### src/rtl/rwb_pkg.sv
package rwb_pkg;
  localparam int ADDR_W  = 32;
  localparam int PAGE_W  = 12;
  localparam int PN_W    = ADDR_W - PAGE_W;
  localparam int PORT_W  = 3;
  localparam int DESC_W  = PORT_W + 1 + 3 * PN_W;

  typedef struct packed {
    logic [PORT_W-1:0] port;
    logic              spc;
    logic [PN_W-1:0]   offset;
    logic [PN_W-1:0]   pmax;
    logic [PN_W-1:0]   pmin;
  } desc_t;

  localparam desc_t DESC_RESET = '{port: '0, spc: 1'b0, offset: '0,
                                   pmax: '0, pmin: '1};
endpackage

### src/rtl/rwb_desc_regs.sv
module rwb_desc_regs
  import rwb_pkg::*;
#(
  parameter int NUM_DESC = 3,
  parameter int SEL_W    = 2
) (
  input  logic                   clk,
  input  logic                   rst_n,
  input  logic [SEL_W-1:0]       cfg_sel,
  input  logic                   cfg_we,
  input  logic [DESC_W-1:0]      cfg_wdata,
  output logic [DESC_W-1:0]      cfg_rdata,
  output desc_t [NUM_DESC-1:0]   desc_o
);
  desc_t [NUM_DESC-1:0] desc_q;

  for (genvar g = 0; g < NUM_DESC; g++) begin : g_slot
    always_ff @(posedge clk or negedge rst_n) begin
      if (!rst_n)                                  desc_q[g] <= DESC_RESET;
      else if (cfg_we && (cfg_sel == SEL_W'(g)))   desc_q[g] <= desc_t'(cfg_wdata);
    end
  end

  always_comb begin
    cfg_rdata = '0;
    for (int i = 0; i < NUM_DESC; i++) begin
      if (cfg_sel == SEL_W'(i)) cfg_rdata = desc_q[i];
    end
  end

  assign desc_o = desc_q;


  oor_write_ignored_chk: assert property (@(posedge clk) disable iff (!rst_n)
    (int'(cfg_sel) >= NUM_DESC) |=> $stable(desc_q));
endmodule

### src/rtl/rwb_window_match.sv
module rwb_window_match
  import rwb_pkg::*;
(
  input  desc_t            desc_i,
  input  logic [PN_W-1:0]  page_i,
  input  logic             special_i,
  output logic             hit_o,
  output logic [PN_W-1:0]  page_xlat_o
);
  logic above_min, below_max, flag_ok;

  assign above_min   = (page_i >= desc_i.pmin);
  assign below_max   = (page_i <= desc_i.pmax);
  assign flag_ok     = (special_i == desc_i.spc);
  assign hit_o       = above_min && below_max && flag_ok;
  assign page_xlat_o = page_i + desc_i.offset;
endmodule

### src/rtl/rwb_resp_stage.sv
module rwb_resp_stage
  import rwb_pkg::*;
#(
  parameter int NUM_DESC = 3
) (
  input  logic                              clk,
  input  logic                              rst_n,
  input  logic                              req_valid,
  output logic                              req_ready,
  input  logic [ADDR_W-1:0]                 req_addr,
  input  logic [NUM_DESC-1:0]               hit_i,
  input  logic [NUM_DESC-1:0][PN_W-1:0]     xlat_i,
  input  logic [NUM_DESC-1:0][PORT_W-1:0]   port_i,
  output logic                              rsp_valid,
  input  logic                              rsp_ready,
  output logic                              rsp_hit,
  output logic                              rsp_miss,
  output logic                              rsp_multi,
  output logic [PORT_W-1:0]                 rsp_port,
  output logic [ADDR_W-1:0]                 rsp_addr
);
  logic              win_hit, win_multi;
  logic [PORT_W-1:0] win_port;
  logic [PN_W-1:0]   win_page;

  always_comb begin
    win_hit   = 1'b0;
    win_multi = 1'b0;
    win_port  = '0;
    win_page  = req_addr[ADDR_W-1:PAGE_W];
    for (int i = 0; i < NUM_DESC; i++) begin
      if (hit_i[i]) begin
        if (win_hit) begin
          win_multi = 1'b1;
        end else begin
          win_hit  = 1'b1;
          win_port = port_i[i];
          win_page = xlat_i[i];
        end
      end
    end
  end

  assign req_ready = !rsp_valid || rsp_ready;

  always_ff @(posedge clk or negedge rst_n) begin
    if (!rst_n) begin
      rsp_valid <= 1'b0;
      rsp_hit   <= 1'b0;
      rsp_miss  <= 1'b0;
      rsp_multi <= 1'b0;
      rsp_port  <= '0;
      rsp_addr  <= '0;
    end else if (req_ready) begin
      rsp_valid <= req_valid;
      if (req_valid) begin
        rsp_hit   <= win_hit;
        rsp_miss  <= !win_hit;
        rsp_multi <= win_multi;
        rsp_port  <= win_port;
        rsp_addr  <= {win_page, req_addr[PAGE_W-1:0]};
      end
    end
  end


  stall_hold_chk: assert property (@(posedge clk) disable iff (!rst_n)
    (rsp_valid && !rsp_ready) |=> (rsp_valid && $stable(rsp_addr) &&
      $stable(rsp_port) && $stable(rsp_hit) && $stable(rsp_multi)));


  accept_latency_chk: assert property (@(posedge clk) disable iff (!rst_n)
    (req_valid && req_ready) |=> rsp_valid);


  drain_chk: assert property (@(posedge clk) disable iff (!rst_n)
    (rsp_valid && rsp_ready && !req_valid) |=> !rsp_valid);


  multi_implies_hit_chk: assert property (@(posedge clk) disable iff (!rst_n)
    (rsp_valid && rsp_multi) |-> rsp_hit);
endmodule

### src/rtl/route_window_bank.sv
module route_window_bank
  import rwb_pkg::*;
#(
  parameter  int NUM_DESC = 3,
  localparam int SEL_W    = ($clog2(NUM_DESC + 1) > 0) ? $clog2(NUM_DESC + 1) : 1
) (
  input  logic                 clk,
  input  logic                 rst_n,
  input  logic [SEL_W-1:0]     cfg_sel,
  input  logic                 cfg_we,
  input  logic [DESC_W-1:0]    cfg_wdata,
  output logic [DESC_W-1:0]    cfg_rdata,
  input  logic                 req_valid,
  output logic                 req_ready,
  input  logic [ADDR_W-1:0]    req_addr,
  input  logic                 req_special,
  output logic                 rsp_valid,
  input  logic                 rsp_ready,
  output logic                 rsp_hit,
  output logic                 rsp_miss,
  output logic                 rsp_multi,
  output logic [PORT_W-1:0]    rsp_port,
  output logic [ADDR_W-1:0]    rsp_addr
);
  desc_t [NUM_DESC-1:0]              desc_all;
  logic  [NUM_DESC-1:0]              hits;
  logic  [NUM_DESC-1:0][PN_W-1:0]    xlat;
  logic  [NUM_DESC-1:0][PORT_W-1:0]  ports;

  rwb_desc_regs #(.NUM_DESC(NUM_DESC), .SEL_W(SEL_W)) u_regs (
    .clk       (clk),
    .rst_n     (rst_n),
    .cfg_sel   (cfg_sel),
    .cfg_we    (cfg_we),
    .cfg_wdata (cfg_wdata),
    .cfg_rdata (cfg_rdata),
    .desc_o    (desc_all)
  );

  for (genvar g = 0; g < NUM_DESC; g++) begin : g_win
    rwb_window_match u_match (
      .desc_i      (desc_all[g]),
      .page_i      (req_addr[ADDR_W-1:PAGE_W]),
      .special_i   (req_special),
      .hit_o       (hits[g]),
      .page_xlat_o (xlat[g])
    );
    assign ports[g] = desc_all[g].port;


    flag_match_chk: assert property (@(posedge clk) disable iff (!rst_n)
      hits[g] |-> (req_special == desc_all[g].spc));
  end

  rwb_resp_stage #(.NUM_DESC(NUM_DESC)) u_resp (
    .clk       (clk),
    .rst_n     (rst_n),
    .req_valid (req_valid),
    .req_ready (req_ready),
    .req_addr  (req_addr),
    .hit_i     (hits),
    .xlat_i    (xlat),
    .port_i    (ports),
    .rsp_valid (rsp_valid),
    .rsp_ready (rsp_ready),
    .rsp_hit   (rsp_hit),
    .rsp_miss  (rsp_miss),
    .rsp_multi (rsp_multi),
    .rsp_port  (rsp_port),
    .rsp_addr  (rsp_addr)
  );
endmodule

### config.mk
export PLATFORM = sky130hd
export DESIGN_NAME = route_window_bank
export DESIGN_NICKNAME = d
export VERILOG_FILES = /design/src/rtl/rwb_pkg.sv /design/src/rtl/rwb_desc_regs.sv /design/src/rtl/rwb_window_match.sv /design/src/rtl/rwb_resp_stage.sv /design/src/rtl/route_window_bank.sv
export SDC_FILE = /design/constraint.sdc
export NUM_CORES = 1
export LEC_CHECK = 0
export ABC_AREA = 1
export BUFFER_PORTS_ARGS = -buffer_cell sky130_fd_sc_hd__buf_4
export CORE_MARGIN = 1.5
export CORE_UTILIZATION = 54
export CTS_CLUSTER_SIZE = 40
export DETAILED_ROUTE_END_ITERATION = 8
export GPL_TIMING_DRIVEN = 0
export PLACE_DENSITY = 0.84
export SKIP_LAST_GASP = 1
export SLEW_MARGIN = 20
export SYNTH_ARGS = -nofsm -noshare
export SYNTH_HDL_FRONTEND = slang
export SYNTH_SLANG_ARGS = --single-unit
### constraint.sdc
create_clock -name clk -period 1.95 [get_ports clk]
set_input_delay 0.2925 -clock clk [delete_from_list [all_inputs] [get_ports clk]]
set_output_delay 0.2925 -clock clk [all_outputs]
set_load 0.05 [all_outputs]
* Word level (Yosys, flattened, before mapping)
Cells that the tools add are included. Widths: inputs -> output; s select.
Operators by class: add/sub/neg operators 3, eq/ne operators 5, magnitude comparators 6, reductions and logical operators 14, multiplexer cells 20
Operators by type and width (number):
- $mux 64 | 3
- $mux 20 | 5
- $add 20x20->20 | 3
- $ge 20x20->1 | 3
- $le 20x20->1 | 3
- $mux 3 | 5
- $logic_and 1x1->1 | 9
- $mux 1 | 7
- $eq 1x1->1 | 3
- $eq 2x1->1 const B | 1
- $eq 2x2->1 const B | 1
- $logic_not 1->1 | 2
- $logic_not 2->1 | 1
- $reduce_and 2->1 | 1
- $logic_or 1x1->1 | 1
Storage, ports and cells: bits in registers 231, input port bits 104, word-level logic and storage cells 69, output and inout port bits 104

* Logic depth before layout (Yosys ltp)
depth after elaboration 8, gate-level depth with buffers 20, mapped depth without buffers 19

* Hierarchy
A second synthesis with hierarchy kept.
Unflattened totals: cell total of the unflattened synthesis 2618, area, all modules 18096.1 µm²
Modules (own cells, without submodules):
- rwb_desc_regs | area each 9201.3 µm², sequential area each 4879.7 µm², cells an instance 1140, instances 1
- rwb_window_match | area each 2182.1 µm², sequential area each 0.0 µm², cells an instance 377, instances 3
- rwb_resp_stage | area each 2348.5 µm², sequential area each 975.9 µm², cells an instance 347, instances 1

* Worst setup path before layout
No wires, ideal clock.
path kind input port to output port, start point input port cfg_sel[1], end point output port cfg_rdata[21], arrival 1.988 ns, path buffers 2, cell stages on the path 6, path slack -0.331 ns, required time 1.657 ns, cells stage by stage inv_1 > nor2_1 > inv_1 > clkbuf_1 > buf_1 > o221ai_1
Between the ends: word-level cells in the longest chain between the ends 4, elaborated cells on any way between the ends 6, those cells by class eq/ne: 2; mux: 3; reduce/logical: 1
Ends and longest elaborated chain:
- start: declaration | RTL line route_window_bank.sv:9 | input logic [SEL_W-1:0] cfg_sel,
- $logic_not 2->1 | RTL line rwb_desc_regs.sv:27 | if (cfg_sel == SEL_W'(i)) cfg_rdata = desc_q[i];
- $mux 64 (2 in a row) | RTL line rwb_desc_regs.sv:27
- $mux 64 * | RTL line rwb_desc_regs.sv:27
- end: declaration | RTL line route_window_bank.sv:12 | output logic [DESC_W-1:0] cfg_rdata,
Mark *: on every way between the ends. The rest lies on a longest branch, timed or not.

* Worst setup path in the final report
start point register u_regs.desc_q (netlist bit u_regs.desc_o[19]), end point register u_resp.rsp_addr[28]
Between the ends: word-level cells in the longest chain between the ends 8, elaborated cells on any way between the ends 10, those cells by class order compare: 1; mux: 7; reduce/logical: 2
Ends and longest elaborated chain:
- start: declaration | RTL line rwb_desc_regs.sv:15 | desc_t [NUM_DESC-1:0] desc_q;
- start signal: indexed assignment | RTL line rwb_desc_regs.sv:20 | else if (cfg_we && (cfg_sel == SEL_W'(g))) desc_q[g] <= desc_t'(cfg_wdata);
- $ge 20x20->1 * | RTL line rwb_window_match.sv:12 | assign above_min = (page_i >= desc_i.pmin);
- $logic_and 1x1->1 * (2 in a row) | RTL line rwb_window_match.sv:15 | assign hit_o = above_min && below_max && flag_ok;
- $mux 20 or $mux 1 (tied branches) | RTL line rwb_resp_stage.sv:32 | if (hit_i[i]) begin
- $mux 20 | RTL line rwb_resp_stage.sv:33 | if (win_hit) begin
- $mux 20 | RTL line rwb_resp_stage.sv:32
- $mux 20 | RTL line rwb_resp_stage.sv:33
- $mux 20 * | RTL line rwb_resp_stage.sv:32
- end signal: assignment | RTL line rwb_resp_stage.sv:61 | rsp_addr <= {win_page, req_addr[PAGE_W-1:0]};
- end: declaration | RTL line rwb_resp_stage.sv:20 | output logic [ADDR_W-1:0] rsp_addr
Marked as above. A chain may end at the register's enable or synchronous reset.

==> impl_metrics.yaml <==
synthesis:
  ff_latch_count_synth: 231
  yosysUniqueCellTypes: 45
  post_synth_inst_count: 2328
  syn-num-nets: 2612
  synth.top_cells.by_area: "dfrtp_1 (26%), nand2_1 (18%), ha_1 (13%)"
  synth_edf_count: 0
  synth_top_area_share_pct: 25.6
  synthesis.area_per_instance_um2: 7.19
  synthMostInstantiatedCell: "nand2_1"
  synth.cells.most_frequent: "nand2_1 (787), inv_1 (316), o21ai_0 (231)"
  yosysWarningCount: 0
  synth_ff_type: "dfrtp_1"
  synth-async-reset-ratio_pct: 100
  synth.largest_area_cell: "dfrtp_1"
  synth_seq_area_share_pct: 35.0
  syn_area_mm2: 0.0167
cts:
  worst_setup_hold_path_clk_slew_ps: 60
  cts.htree.levels: 1
  cts-root-buf: "clkbuf_16"
  tritoncts_buffers: 26
  tritoncts: "done"
  clkSinkCount: 231
  clock_network_latency_to_the_later_pin_of_the_worst_skew_pair_ps: 570
  max-clock-path-buffers: 3
placed_design:
  detailed_place.area_mm2: 0.0192
  hpwlAfterDp_mm: 44.5
  place.detailed.instances: 2933
  finalWeightedCongestion: 0.979
  port-buffer-count: 207
  place_ws_ps: -823
route:
  detail_route.drc_violations: 0
  drt_first_iter_violations: 1680
  ant_nets: 0
  via_count: 17930
  detail_route.vias_per_cell: 5.87
  routed_wl_mm: 61.9
  detailed_router_iteration_count_before_antenna_repair: 8
  routed_wire_per_std_cell_um: 20.3
sta:
  postLayoutSetupSlackWorst_ps: -731
  worst_slew_margin_pct: 43.0
  finClkSkew_ps: 19.8
  highest_clock_frequency_the_design_can_meet_ghz: 0.373
  rsz_0062_raised_after_global_routing: "true"
  worst_pin_slew_ps: 854
  final_hold_viol_count: 0
  final_min_period_over_clock_period_pct: 138
  finalSetupViolCount: 29
  final.min_clock_period_ps: 2680
  max_slew_violations: 0
cells_and_area:
  nets: 2920
  layout.cells.non_filler: 3052
  area.growth.synth_to_final_pct: 29.8
  antenna_cells: 0
  fin_area_mm2: 0.0217
  fillerInstances: 2328
  drive_above_1_share_pct: 24.2
pwr:
  power_leakage_uw: 0.0111
  net-switching-power_uw: 9000
  internal_power_uw: 12200
  combinational_share_of_power_pct: 45.4
  netSwitchingFraction_pct: 42.4
  peakVddDrop_mv: 0.786
  seq_power_share_pct: 30.5
  clock_power_share_pct: 24.0
  power_density_mw_per_mm2: 977
die:
  initial_standard_cell_utilization_of_the_core_pct: 54.8
  coreArea_mm2: 0.0305
  row_count: 64
  die_area_mm2: 0.0321
  top_level_ports: 208
  die_x_um: 179
  die_h_um: 179
status:
  status: "finished, violations left"
  failing_checks: "setup timing"
global_routing:
  pin_count_of_the_biggest_net_entering_global_routing: 100
  grt_residual_overflow: 0
  antenna_found_initial: 1
  grt_pass1_vias: 17460
  first_pass_grt_wire_length_mm: 91.1
  gr-usage-all-layers_pct: 37.1
setup_path:
  worstSetupPathType: "flop to flop"
  critical_path_buf_inv_count: 4
  crit-reg2reg-launch: "u_regs.desc_o[19]"
  critPathMostFrequentCell: "nand2_1"
  critical_path.startpoint_type: "flop"
  kind_of_end_point_of_the_critical_path: "flop"
  cp_data_arrival_time_ps: 3120
  timing.reg2reg.setup_slack_ps: -730
  crit_chain: "inv_2 > ha_4 > buf_4 > a21oi_1 > nand2_1 > a21oi_2 > nand4_1 > nand3_4 > nand2_4 > nor2_4 > buf_8 > nand2_2 > nand2_2 > inv_1 > nand2_1 > nand2_1"
  cpPeakStageDelay_ps: 560
  worst_r2r_path_depth: 16
  timing.critical_path.fanout_max: 8
  crit-reg2reg-capture: "u_resp.rsp_addr[28]"
  worst-endpoint-required_ps: 2390
  crit_cells: 16
  cpLargestDelayFamily: "simple AND/OR/NAND/NOR gates"
  cp_slowest_cell: "dfstp_2"
min_path:
  hold_path_origin: "cfg_wdata[16]"
  hold_class: "primary input to flop"
  hold-path-endpoint: "u_regs.desc_o[16]"
  min_path_cells: 3
flow_run:
  max-cap-violations: 0
metal layers:
| metal | GRT usage, % | wire length (um) | up-vias |
|---|---|---|---|
| met1 | 44.1 | 22900 | 8348 |
| met2 | 63.9 | 29000 | 1081 |
| met4 | 21.8 | 4720 | 2 |
| met5 | 0 | 18 | - |
| li1 | - | - | 8166 |
| met3 | 5.05 | 5300 | 333 |
power groups by stage:
stage               combinational, uW  sequential [uW]  clock, uW
finish                           9640             6480       5100
global route                    10400             6570       5300
CTS                              8690             6430       5090
detailed placement               8250             6510          0
global placement                 8030             6470          0
floorplan                        5040             7060          0
logic make-up after synthesis:
logic type,Yosys count,synth area share [%]
AOI/OAI and AO/OA,420,14.1
xor gates and xnor gates,47,2.46
adders and majority gates,180,13.6
buffers and inverters,399,9.32
DFF,231,35.0
and+or+nand+nor,1051,25.5
metrics by stage:
stage	util, %	hold slack (ps)	setup TNS [ps]	power, uW
global placement	62.7	463	-284880	14500
finish	71.2	5.64	-17370	21200
global route	71.2	29.0	-19170	22300
detailed placement	62.9	226	-86580	14800
CTS	68.1	1.81	-13050	20200
floorplan	-	-3.09	-2670	12100
cell type report:
type,instances,area [um^2],area share (%)
multi-input combinational,1698,10500,48.2
sequential,231,5860,27.0
timing repair buffer,280,2350,10.8
inverter,319,1220,5.62
clock buffer,38,726,3.34
tap,396,495,2.28
buffer,79,449,2.07
clock inverter,10,139,0.639
timing repair inverter,1,8.76,0.0403
what timing repair did:
item / CTS / global route
hold endpoints to repair: 60 / 0
resized for setup: 91 / 171
setup endpoints to repair: 87 / 104
gates cloned: 0 / 6
buffers inserted: 25 / 27
hold buffers: 14 / 0
pin swaps: 33 / 60
worst max path at each step:
stage	start	to	slack [ps]
floorplan	u_regs.desc_o[6]	u_resp.rsp_addr[26]	-130
global placement	rst_n	u_regs.desc_o[37]	-1100
detailed placement	req_addr[23]	u_resp.rsp_addr[28]	-820
CTS	u_regs.desc_o[74]	u_resp.rsp_addr[20]	-560
global route	u_regs.desc_o[18]	u_resp.rsp_addr[27]	-790
finish	u_regs.desc_o[19]	u_resp.rsp_addr[28]	-730
worst min-delay path: stages:
cell     delay [ps]
buf_4           110
inv_1            60
o21ai_0          90
registers in the layout (all words and copies together), names as in the netlist:
signal	cells
u_regs.desc_o	192
u_resp.rsp_addr	32
u_resp.rsp_hit	1
u_resp.rsp_miss	1
u_resp.rsp_multi	1
u_resp.rsp_port	3
u_resp.rsp_valid	1
cell usage in the layout, fill, tap and decap left out, types with 14 or more instances in the layout:
master	synthesis	layout
inv_1	316	272
inv_2	3	42
xnor2_1	25	25
xor2_1	22	22
nor2_1	98	80
o221ai_2	0	19
nand2_2	3	52
nand3_1	114	93
clkbuf_1	62	53
nand3_2	1	19
buf_6	7	14
o21ai_0	231	226
nor2_4	2	16
ha_1	177	136
a21o_1	16	16
ha_4	0	40
nand4_1	16	16
a21oi_1	101	95
dfstp_2	60	60
buf_4	1	245
dlygate4sd3_1	0	14
clkbuf_16	0	31
dfrtp_1	171	170
o221ai_1	38	16
nand2_1	787	731
No activity file was read; power rests on OpenSTA's default activity.
